$ cat src/rtl/acc_bus_cpu.sv
module acc_bus_cpu #(
  parameter int DW = 16,
  parameter int AW = 10
) (
  input  logic          clk,
  input  logic          rst_n,
  output logic [AW-1:0] mem_addr,
  output logic [DW-1:0] mem_wdata,
  input  logic [DW-1:0] mem_rdata,
  output logic          mem_rd,
  output logic          mem_wr,
  output logic          halted
);
  localparam logic [3:0] OP_HALT = 4'd0, OP_LOAD = 4'd1, OP_STORE = 4'd2, OP_ADD = 4'd3,
                         OP_SUB = 4'd4, OP_AND = 4'd5, OP_MOVTO = 4'd6, OP_MOVFR = 4'd7,
                         OP_JMP = 4'd8, OP_JZ = 4'd9, OP_LDI = 4'd10;

  typedef enum logic [2:0] {F0, F1, F2, E0, E1, E2, HLT} st_t;
  typedef enum logic [2:0] {B_NONE, B_PC, B_MDR, B_ADR, B_ACC, B_REG} bsrc_t;
  typedef enum logic [1:0] {A_PASS, A_ADD, A_SUB, A_AND} aop_t;

  st_t st, nxt;
  bsrc_t src;
  aop_t aop;
  logic [AW-1:0] pc, mar;
  logic [DW-1:0] ir, acc, r0, r1, mdr, tmp, bus, alu, regv;
  logic zf, wr_pend;
  logic ld_mar, ld_ir, ld_acc, ld_tmp, ld_pc, ld_reg, ld_mdr, inc_pc;

  wire [3:0]    op  = ir[DW-1:DW-4];
  wire [1:0]    fld = ir[DW-5:DW-6];
  wire [AW-1:0] adr = ir[AW-1:0];

  always_comb begin
    src = B_NONE; aop = A_PASS; nxt = st;
    ld_mar = 1'b0; ld_ir = 1'b0; ld_acc = 1'b0; ld_tmp = 1'b0;
    ld_pc = 1'b0; ld_reg = 1'b0; ld_mdr = 1'b0; inc_pc = 1'b0;
    case (st)
      F0: begin src = B_PC; ld_mar = 1'b1; nxt = F1; end
      F1: begin src = B_MDR; ld_ir = 1'b1; nxt = F2; end
      F2: begin inc_pc = 1'b1; nxt = (op == OP_HALT) ? HLT : E0; end
      E0: begin
        nxt = F0;
        case (op)
          OP_LOAD, OP_STORE: begin src = B_ADR; ld_mar = 1'b1; nxt = E1; end
          OP_ADD, OP_SUB, OP_AND: begin src = B_ACC; ld_tmp = 1'b1; nxt = E1; end
          OP_MOVTO: begin src = B_ACC; ld_reg = 1'b1; end
          OP_MOVFR: begin src = B_REG; ld_acc = 1'b1; end
          OP_JMP:   begin src = B_ADR; ld_pc = 1'b1; end
          OP_JZ:    begin src = B_ADR; ld_pc = zf; end
          OP_LDI:   begin src = B_ADR; ld_acc = 1'b1; end
          default: ;
        endcase
      end
      E1: begin
        nxt = F0;
        case (op)
          OP_LOAD:  begin src = B_MDR; ld_acc = 1'b1; end
          OP_STORE: begin src = B_ACC; ld_mdr = 1'b1; end
          default:  begin src = B_ADR; ld_mar = 1'b1; nxt = E2; end
        endcase
      end
      E2: begin
        src = B_MDR; ld_acc = 1'b1; nxt = F0;
        aop = (op == OP_ADD) ? A_ADD : (op == OP_SUB) ? A_SUB : A_AND;
      end
      default: nxt = HLT;
    endcase
  end

  always_comb begin
    case (fld)
      2'd0: regv = r0;
      2'd1: regv = r1;
      default: regv = '0;
    endcase
    case (src)
      B_PC:    bus = {{(DW-AW){1'b0}}, pc};
      B_MDR:   bus = mem_rdata;
      B_ADR:   bus = {{(DW-AW){1'b0}}, adr};
      B_ACC:   bus = acc;
      B_REG:   bus = regv;
      default: bus = '0;
    endcase
    case (aop)
      A_ADD:   alu = tmp + bus;
      A_SUB:   alu = tmp - bus;
      A_AND:   alu = tmp & bus;
      default: alu = bus;
    endcase
  end

  always_ff @(posedge clk or negedge rst_n) begin
    if (!rst_n) begin
      st <= F0; pc <= '0; acc <= '0; zf <= 1'b1; wr_pend <= 1'b0;
      ir <= '0; r0 <= '0; r1 <= '0; mar <= '0; mdr <= '0; tmp <= '0;
    end else begin
      st <= nxt;
      wr_pend <= ld_mdr;
      if (ld_mar) mar <= bus[AW-1:0];
      if (ld_ir) ir <= bus;
      if (ld_tmp) tmp <= bus;
      if (ld_pc) pc <= bus[AW-1:0];
      else if (inc_pc) pc <= pc + 1'b1;
      if (ld_acc) begin acc <= alu; zf <= (alu == '0); end
      if (ld_reg && fld == 2'd0) r0 <= bus;
      if (ld_reg && fld == 2'd1) r1 <= bus;
      if (src == B_MDR) mdr <= mem_rdata;
      else if (ld_mdr) mdr <= bus;
    end
  end

  assign mem_addr  = mar;
  assign mem_wdata = mdr;
  assign mem_rd    = (src == B_MDR);
  assign mem_wr    = wr_pend;
  assign halted    = (st == HLT);

  a_r10_one_strobe: assert property (@(posedge clk) disable iff (!rst_n) !(mem_rd && mem_wr));
  a_r8_halt_quiet:  assert property (@(posedge clk) disable iff (!rst_n) halted |-> (!mem_rd && !mem_wr));
  a_r8_halt_sticky: assert property (@(posedge clk) disable iff (!rst_n) halted |=> halted);
  a_r4_wdata_acc:   assert property (@(posedge clk) disable iff (!rst_n) mem_wr |-> mem_wdata == acc);
  a_r2_fetch_addr:  assert property (@(posedge clk) disable iff (!rst_n) (st == F1) |-> (mem_rd && mem_addr == pc));
  a_r7_jump_target: assert property (@(posedge clk) disable iff (!rst_n)
                      (st == E0 && op == OP_JMP) |=> pc == $past(adr));
  a_r7_zero_flag:   assert property (@(posedge clk) disable iff (!rst_n) ld_acc |=> zf == (acc == '0));
endmodule

$ cat config.mk
export PLATFORM = sky130hd
export DESIGN_NAME = acc_bus_cpu
export DESIGN_NICKNAME = d
export VERILOG_FILES = /design/src/rtl/acc_bus_cpu.sv
export SDC_FILE = /design/constraint.sdc
export NUM_CORES = 1
export LEC_CHECK = 0
export ABC_AREA = 1
export ABC_CLOCK_PERIOD_IN_PS = 7900
export BUFFER_PORTS_ARGS = -buffer_cell sky130_fd_sc_hd__buf_2
export CELL_PAD_IN_SITES_DETAIL_PLACEMENT = 1
export CELL_PAD_IN_SITES_GLOBAL_PLACEMENT = 2
export CORE_UTILIZATION = 39
export CTS_CLUSTER_DIAMETER = 200
export DETAILED_ROUTE_END_ITERATION = 6
export PLACE_DENSITY = 0.93
export SYNTH_ARGS = -nofsm -noshare
export SYNTH_HDL_FRONTEND = slang
export SYNTH_SLANG_ARGS = --single-unit
$ cat constraint.sdc
create_clock -name clk -period 7.9 [get_ports clk]
set_input_delay 0.79 -clock clk [delete_from_list [all_inputs] [get_ports clk]]
set_output_delay 0.79 -clock clk [all_outputs]
set_load 0.01 [all_outputs]
==> flow_summary.json, run 1 <==
{
  "grt_max_degree": 44,
  "yosys_warnings": 0,
  "ys.flop_type": "dfrtp_1",
  "io_pins": 47,
  "drc": 0,
  "synth_top_area_share_pct": 42.2,
  "final_cell_count_no_fill": 1215,
  "portBuffers": 46,
  "clock_sinks": 121,
  "dp_hpwl_um": 17000,
  "ant_nets": 0,
  "place_ws_ns": 2.54,
  "timing.final.hold_violations": 0,
  "synthArstFlopShare_pct": 100,
  "ys_types": 49,
  "worstPathMaxFanout": 13,
  "ys_seq_area_share_pct": 42.5,
  "r2r_cells": 26,
  "dp.cells": 1183,
  "criticalPathCategory": "flop to flop",
  "cts_max_level": 4,
  "avgRoutedWirePerCell_um": 19.3,
  "crit_required_ns": 8.26,
  "synth_common_cells": "nand2_1, dfrtp_1, o21ai_0, inv_1, nor2_1",
  "finalInstanceArea_sq_mm": 0.00808,
  "ys_seq_elements": 121,
  "hold_path.class": "input port to asynchronous set/reset pin",
  "clk_pin_slew_ns": 0.06,
  "worst_pin_slew_ns": 1.23,
  "slew_headroom_pct": 17.8,
  "cts-resized-gates": 0,
  "num-nets-final": 1013,
  "synth.most_common_cell": "nand2_1",
  "cts-root-buf": "clkbuf_16",
  "drv_cap": 0,
  "synth-edff-count": 0,
  "synthTopCellsByArea": "dfrtp_1, nand2_1, o21ai_0",
  "slew_violations": 0,
  "dieArea_sq_mm": 0.0188,
  "syn_area_sq_mm": 0.00712,
  "drive_gt1_share_pct": 12.4,
  "grt_pass1_wl_um": 37900,
  "fin_crit_ns": 5.42,
  "chipWidth_um": 137,
  "dr.first_iter.drc_count": 384,
  "coreArea_sq_mm": 0.0179,
  "viasPerCell": 5.46,
  "initial_core_util_pct": 39.8,
  "skew_ns": 0.00864,
  "grt-ovfl-total": 0,
  "period_share_pct": 68.6,
  "syn-instance-count": 940,
  "die_y_um": 137,
  "yosysTopAreaCell": "dfrtp_1",
  "fin_setup_tns_ns": 0,
  "dr.pass1.iters": 7,
  "critPathLaunchType": "flop",
  "rows": 49,
  "postCtsSetupRepairBufs": 0,
  "worstSkewPairLatency_ns": 0.42,
  "vias": 6639,
  "areaGrowthSynthToFinish_pct": 13.5,
  "grt_pass1_vias": 6810,
  "setup_viol": 0,
  "cts_hold_buf": 0,
  "synth_nets": 980,
  "synth.avg_cell_area_sq_um": 7.58,
  "setup_ws_ns": 2.48,
  "place.gp.congestion": 0.885,
  "antenna_found_initial": 2,
  "status": "finished clean",
  "totalWireLength_um": 23400,
  "cts_buffers": 17,
  "tritoncts": "yes",
  "grt_setup_unrepaired": "false",
  "post_dp_cell_area_sq_mm": 0.00749,
  "endpoint_kind": "flop",
  "arrival_ns": 5.78,
  "max_freq_ghz": 0.184,
  "clk_path_buf_depth": 2,
  "grtUsageTotal_pct": 27.1
}
cell usage in the layout (no fill, tap or decap), drive strengths merged, types with 4 or more instances in the layout:
cell,synthesis,final
a21oi,52,52
a22o,14,14
a31oi,5,5
buf,12,51
clkbuf,25,19
clkinv,4,9
dfrtp,120,120
ha,21,21
inv,79,81
nand2,284,284
nand3,56,56
nand4,7,7
nor2,90,90
o211ai,5,5
o21ai,120,120
o221ai,4,4
xor2,19,19
final timing paths:
check / from / to / slack [ns]
setup / recovery: st[0]$_DFF_PN0_ / zf$_DFFE_PN1P_ / 2.48
hold / removal: rst_n / pc[7]$_DFFE_PN0P_ / 0.37
setup reg to reg: st[0]$_DFF_PN0_ / zf$_DFFE_PN1P_ / 2.48
hold reg to reg: mem_addr[8]$_DFFE_PN0P_ / mem_addr[8]$_DFFE_PN0P_ / 0.48
max in group asynchronous: rst_n / tmp[2]$_DFFE_PN0P_ / 6.56
min in group clk: mem_addr[8]$_DFFE_PN0P_ / mem_addr[8]$_DFFE_PN0P_ / 0.48
layer usage:
metal / track usage (%) / vias up / part of all wire [%]
met5: 0 / - / 0
met4: 7.02 / 0 / 1.2
met3: 3.56 / 24 / 3.7
met2: 43.8 / 135 / 47
met1: 38.2 / 3329 / 48
li1: - / 3151 / -
logic make-up after synthesis:
| family | after synthesis | share of synthesized area [%] |
|---|---|---|
| and+or+nand+nor | 444 | 27.2 |
| AOI/OAI and AO/OA | 213 | 16.8 |
| DFF | 121 | 42.5 |
| buffers and inverters | 120 | 7.01 |
| adders and majority gates | 22 | 3.97 |
| xor gates and xnor gates | 20 | 2.46 |
worst max-delay path, cell delays in order (launching register included):
cell and delay [ns]:
dfrtp_1 0.43, nand2_1 0.09, nor2_2 0.46, nand2_2 0.19
nand2_1 0.11, nor2_1 0.18, nand3_1 0.15, nand3_1 0.08
nor2_1 0.88, nand3_1 0.21, o21ai_0 0.33, xor2_1 0.18
inv_1 0.06, ha_1 0.33, nand2_1 0.14, inv_1 0.05
a21oi_1 0.28, o211ai_1 0.17, o21ai_0 0.21, o21ai_0 0.16
nor2_1 0.12, nand3_1 0.08, nor2_1 0.13, nand4_1 0.11
nor2_1 0.10, nand2_1 0.06, nand2_1 0.05
registers in the layout, indices dropped and copies added (netlist names):
signal and count:
acc 16, ir 16, mem_wdata 16, r0 16, r1 16, tmp 16, mem_addr 10, pc 10
st 3, mem_wr 1, zf 1
stage by stage:
| stage | util [%] | hold WS, ns |
|---|---|---|
| 3_3_place_gp | 41.9 | 0.463 |
| 5_1_grt | 45.1 | 0.397 |
| 4_1_cts | 45.1 | 0.378 |
| 3_5_place_dp | 41.9 | 0.469 |
| 6_report | 45.1 | 0.367 |
| 2_1_floorplan | - | 0.448 |
final cells by class:
class | count | area, sq um
sequential | 121 | 3030
multi-input combinational | 699 | 3600
clock inverter | 12 | 144
fill | 2279 | 9820
inverter | 83 | 312
timing repair buffer | 51 | 270
tap | 229 | 287
clock buffer | 19 | 443
antenna | 1 | 2.50
Power of run 1 is not shown: default switching activity piles up to over one toggle a cycle in this logic, so the estimate is an artifact.
==> run 2, diff against run 1 <==
--- a/config.mk
+++ b/config.mk
@@ -6,14 +6,14 @@
 export NUM_CORES = 1
 export LEC_CHECK = 0
 export ABC_AREA = 1
-export ABC_CLOCK_PERIOD_IN_PS = 7900
+export ABC_CLOCK_PERIOD_IN_PS = 5200
 export BUFFER_PORTS_ARGS = -buffer_cell sky130_fd_sc_hd__buf_2
 export CELL_PAD_IN_SITES_DETAIL_PLACEMENT = 1
 export CELL_PAD_IN_SITES_GLOBAL_PLACEMENT = 2
-export CORE_UTILIZATION = 39
+export CORE_UTILIZATION = 36
 export CTS_CLUSTER_DIAMETER = 200
 export DETAILED_ROUTE_END_ITERATION = 6
-export PLACE_DENSITY = 0.93
+export PLACE_DENSITY = 0.87
 export SYNTH_ARGS = -nofsm -noshare
 export SYNTH_HDL_FRONTEND = slang
 export SYNTH_SLANG_ARGS = --single-unit
==> constraint.sdc (replaced) <==
create_clock -name clk -period 5.2 [get_ports clk]
set_input_delay 0.52 -clock clk [delete_from_list [all_inputs] [get_ports clk]]
set_output_delay 0.52 -clock clk [all_outputs]
set_load 0.01 [all_outputs]
==> run 2 against run 1 <==
Compared with the run above:
- worst hold slack lost 0.32 ns
- clock skew down 0.0027 ns
- non-clock buffer count grew 28
- wire length grew 3.5%
- design area up 4.1%
- cell count is 5.3% higher
- setup slack lost 2.1 ns
- maximum frequency up 13%
==> flow_summary.json, run 2 (synthesized netlist as in run 1, its figures left out) <==
{
  "dp_hpwl_um": 17500,
  "viasPerCell": 5.26,
  "cts_max_level": 4,
  "grtUsageTotal_pct": 25.3,
  "criticalPathCategory": "flop to flop",
  "cp_common_cell": "nand2_1",
  "avgRoutedWirePerCell_um": 18.9,
  "vias": 6735,
  "crit_path_top_delay_cell": "dfrtp_1",
  "cts_buffers": 17,
  "antenna_found_initial": 1,
  "critPathLaunchType": "flop",
  "grt_pass1_vias": 6910,
  "worstSkewPairLatency_ns": 0.42,
  "dr.first_iter.drc_count": 418,
  "max_freq_ghz": 0.208,
  "worstPathMaxFanout": 9,
  "rows": 51,
  "dr.pass1.iters": 5,
  "clock_sinks": 121,
  "place.gp.congestion": 0.858,
  "rr_endpoint": "zf$_DFFE_PN1P_",
  "endpoint_kind": "flop",
  "r2r_slack_ns": 0.38,
  "slew_headroom_pct": 26.9,
  "io_pins": 47,
  "cp_num_buf_inv": 3,
  "grt-busiest-layer": "met2",
  "use_met3_pct": 3.62,
  "setup_viol": 0,
  "cp_top_family": "simple AND/OR/NAND/NOR gates",
  "initial_core_util_pct": 36.7,
  "final_cell_mix": "nand2_1, dfrtp_1, o21ai_0",
  "grt_max_degree": 51,
  "coreArea_sq_mm": 0.0194,
  "place_ws_ns": 0.274,
  "drc": 0,
  "chipWidth_um": 143,
  "ant_nets": 0,
  "portBuffers": 46,
  "grt_pass1_wl_um": 38500,
  "drv_cap": 0,
  "fin_setup_tns_ns": 0,
  "multi_input_area_sq_mm": 0.00364,
  "post_dp_cell_area_sq_mm": 0.00768,
  "dieArea_sq_mm": 0.0203,
  "finalInstanceArea_sq_mm": 0.00842,
  "tritoncts": "yes",
  "max_stage_delay_ns": 0.41,
  "period_share_pct": 92.6,
  "num-nets-final": 1041,
  "setup_ws_ns": 0.384,
  "cp_num_cells": 28,
  "cts-root-buf": "clkbuf_16",
  "use_met2_pct": 41.2,
  "drive_gt1_share_pct": 15.7,
  "status": "finished clean",
  "timing.final.hold_violations": 0,
  "seqCellArea_sq_mm": 0.00303,
  "die_y_um": 143,
  "crit_required_ns": 5.56,
  "areaGrowthSynthToFinish_pct": 18.2,
  "hold_path.class": "input port to asynchronous set/reset pin",
  "crit_end": "zf$_DFFE_PN1P_",
  "slew_violations": 0,
  "fin_crit_ns": 4.82,
  "fillers": 2436,
  "final_common_cell": "nand2_1",
  "use_met1_pct": 34.6,
  "r2r_cells": 28,
  "clk_pin_slew_ns": 0.06,
  "worst_pin_slew_ns": 1.09,
  "grt_setup_unrepaired": "false",
  "grt-ovfl-total": 0,
  "critPathLaunch": "st[1]$_DFF_PN0_",
  "totalWireLength_um": 24200,
  "arrival_ns": 5.18,
  "r2r_start": "st[1]$_DFF_PN0_",
  "skew_ns": 0.00592,
  "clk_path_buf_depth": 2
}
run 2: changes by cell type in the layout (fill, tap and decap cells not counted), moves of 2 or more:
cell	change
buf_4	+28
clkinv_4	-2
clkinvlp_4	+4
nor2_1	-3
nor2_4	+4
run 2: per-layer routing:
metal	up-vias	routed length (um)
met2	155	11300
met5	-	0
li1	3209	-
met3	27	970
met1	3344	11600
met4	0	369
run 2: final cells by class:
type | instances | share of cell area (%)
clock buffer | 19 | 5.38
multi-input combinational | 699 | 43.2
timing repair buffer | 79 | 5.71
sequential | 121 | 36.0
antenna | 1 | 0.0297
clock inverter | 13 | 2.02
inverter | 83 | 3.75
tap | 265 | 3.94
run 2: worst min path at each step:
| stage | to |
|---|---|
| 2_1_floorplan | acc[0]$_DFFE_PN0P_ |
| 3_3_place_gp | mem_addr[8]$_DFFE_PN0P_ |
| 3_5_place_dp | mem_addr[0]$_DFFE_PN0P_ |
| 4_1_cts | mem_addr[8]$_DFFE_PN0P_ |
| 5_1_grt | mem_addr[8]$_DFFE_PN0P_ |
| 6_report | mem_addr[8]$_DFFE_PN0P_ |
run 2: worst register-to-register path, delay by kind of cell, from the launching register on:
family                     cells  cell delay (ns)
adders and majority gates      2             0.64
and+or+nand+nor               17             2.22
buffers and inverters          3             0.21
DFF                            1             0.41
AOI/OAI and AO/OA              5             1.10
xor gates and xnor gates       1             0.18
run 2: what timing repair did:
item                       4_1_cts  5_1_grt
gates resized for setup          0       12
setup buffers                    0        9
setup endpoints to repair        0        3
hold buffers                     0        0
run 2: stage by stage:
step	hold WS, ns	cells	utilization [%]
final	0.0467	1280	43.4
after global routing	0.0760	1279	43.4
after CTS	0.0541	1270	42.8
after detailed placement	0.472	1238	39.6
after global placement	0.463	1238	39.6
after floorplan	0.224	940	-
Power of run 2 is left out for the same reason.
==> run 3, diff against run 2 <==
--- a/config.mk
+++ b/config.mk
@@ -13,7 +13,7 @@
 export CORE_UTILIZATION = 36
 export CTS_CLUSTER_DIAMETER = 200
 export DETAILED_ROUTE_END_ITERATION = 6
-export PLACE_DENSITY = 0.87
+export PLACE_DENSITY = 0.82
 export SYNTH_ARGS = -nofsm -noshare
 export SYNTH_HDL_FRONTEND = slang
 export SYNTH_SLANG_ARGS = --single-unit
==> run 3 against run 2 <==
Compared with the run above:
- worst hold slack improved by 0.16 ns
- critical path depth rose by 2
- cell count fell by 0.47%
- setup slack improved by 0.028 ns
- via count fell by 0.45%
- critical path type unchanged
- largest cell class unchanged
- highest routed layer unchanged
==> flow_summary.json, run 3 (synthesized netlist as in run 1, its figures left out) <==
{
  "status": "finished clean",
  "worstPathMaxFanout": 9,
  "place.gp.congestion": 0.913,
  "cts_hold_buf": 0,
  "ant_nets": 0,
  "totalWireLength_um": 25400,
  "antenna_found_initial": 3,
  "fin_hold_ws_ns": 0.211,
  "arrival_ns": 5.16,
  "tritoncts": "yes",
  "coreArea_sq_mm": 0.0194,
  "vias": 6705,
  "fin_crit_ns": 4.79,
  "dr.pass1.iters": 5,
  "crit_required_ns": 5.57,
  "grt_max_degree": 70,
  "clock_sinks": 121,
  "chipWidth_um": 143,
  "cp_top_family": "simple AND/OR/NAND/NOR gates",
  "timing.final.hold_violations": 0,
  "diodes": 0,
  "criticalPathCategory": "flop to flop",
  "critPathLaunchType": "flop",
  "cts_buffers": 17,
  "grt-ovfl-total": 0,
  "hold_path.class": "input port to asynchronous set/reset pin",
  "dieArea_sq_mm": 0.0203,
  "slew_violations": 0,
  "cts-root-buf": "clkbuf_16",
  "die_y_um": 143,
  "drc": 0,
  "grtUsageTotal_pct": 26.7,
  "slew_headroom_pct": 20.6,
  "cp_num_buf_inv": 3,
  "portBuffers": 46,
  "dr.first_iter.drc_count": 488,
  "clk_pin_slew_ns": 0.07,
  "drive_gt1_share_pct": 15.7,
  "num-nets-final": 1036,
  "io_pins": 47,
  "r2r_cells": 30,
  "drv_cap": 0,
  "crit_path_top_delay_cell": "dfrtp_1",
  "cts_max_level": 4,
  "areaGrowthSynthToFinish_pct": 17.5,
  "initial_core_util_pct": 36.7,
  "endpoint_kind": "flop",
  "r2r_start": "ir[14]$_DFFE_PN0P_",
  "worst_pin_slew_ns": 1.19,
  "rows": 51,
  "max_stage_delay_ns": 0.44,
  "final_cell_count_no_fill": 1274,
  "final_common_cell": "nand2_1",
  "dp.cells": 1232,
  "r2r_slack_ns": 0.41,
  "viasPerCell": 5.26,
  "rr_endpoint": "zf$_DFFE_PN1P_",
  "grt_pass1_wl_um": 40100,
  "worstSkewPairLatency_ns": 0.43,
  "final_cell_mix": "nand2_1, dfrtp_1, o21ai_0",
  "grt_pass1_vias": 6948,
  "dp_hpwl_um": 18000,
  "setup_viol": 0,
  "period_share_pct": 92.1,
  "skew_ns": 0.0105,
  "cp_num_cells": 30,
  "final_util_pct": 43.1,
  "clk_path_buf_depth": 2,
  "max_freq_ghz": 0.209,
  "avgRoutedWirePerCell_um": 19.9
}
[run 3: worst max-delay path by stage]
stage	to	startpoint
6_report	zf$_DFFE_PN1P_	ir[14]$_DFFE_PN0P_
5_1_grt	zf$_DFFE_PN1P_	ir[14]$_DFFE_PN0P_
4_1_cts	zf$_DFFE_PN1P_	ir[14]$_DFFE_PN0P_
3_5_place_dp	zf$_DFFE_PN1P_	ir[14]$_DFFE_PN0P_
3_3_place_gp	zf$_DFFE_PN1P_	ir[14]$_DFFE_PN0P_
2_1_floorplan	zf$_DFFE_PN1P_	ir[13]$_DFFE_PN0P_
[run 3: area by class of cell]
type                       instances  area [sq um]
sequential                       121          3030
inverter                          83           315
fill                            2419         11000
multi-input combinational        699          3630
clock inverter                    15           189
timing repair buffer              74           443
tap                              265           332
clock buffer                      17           425
[run 3: per-layer routing]
| metal | vias up | global-route usage, % | share of wire [%] |
|---|---|---|---|
| li1 | 3193 | - | - |
| met1 | 3311 | 36.2 | 48 |
| met2 | 159 | 42.0 | 45 |
| met3 | 42 | 5.20 | 4.5 |
| met4 | 0 | 10.2 | 2.5 |
| met5 | - | 0 | 0 |
[run 3: repair_timing]
action | in CTS | in global routing
setup endpoints to repair | 0 | 5
setup buffers | 0 | 10
resized for setup | 0 | 15
[run 3: per-stage QoR]
step / cell area (sq um) / setup WS [ns] / TNS, ns
6_report: 8370 / 0.412 / 0
5_1_grt: 8370 / -0.00243 / -0.00243
4_1_cts: 8250 / 0.108 / 0
3_5_place_dp: 7640 / 0.148 / 0
3_3_place_gp: 7640 / 0.161 / 0
2_1_floorplan: 7120 / 1.36 / 0
Power of run 3 is left out for the same reason.
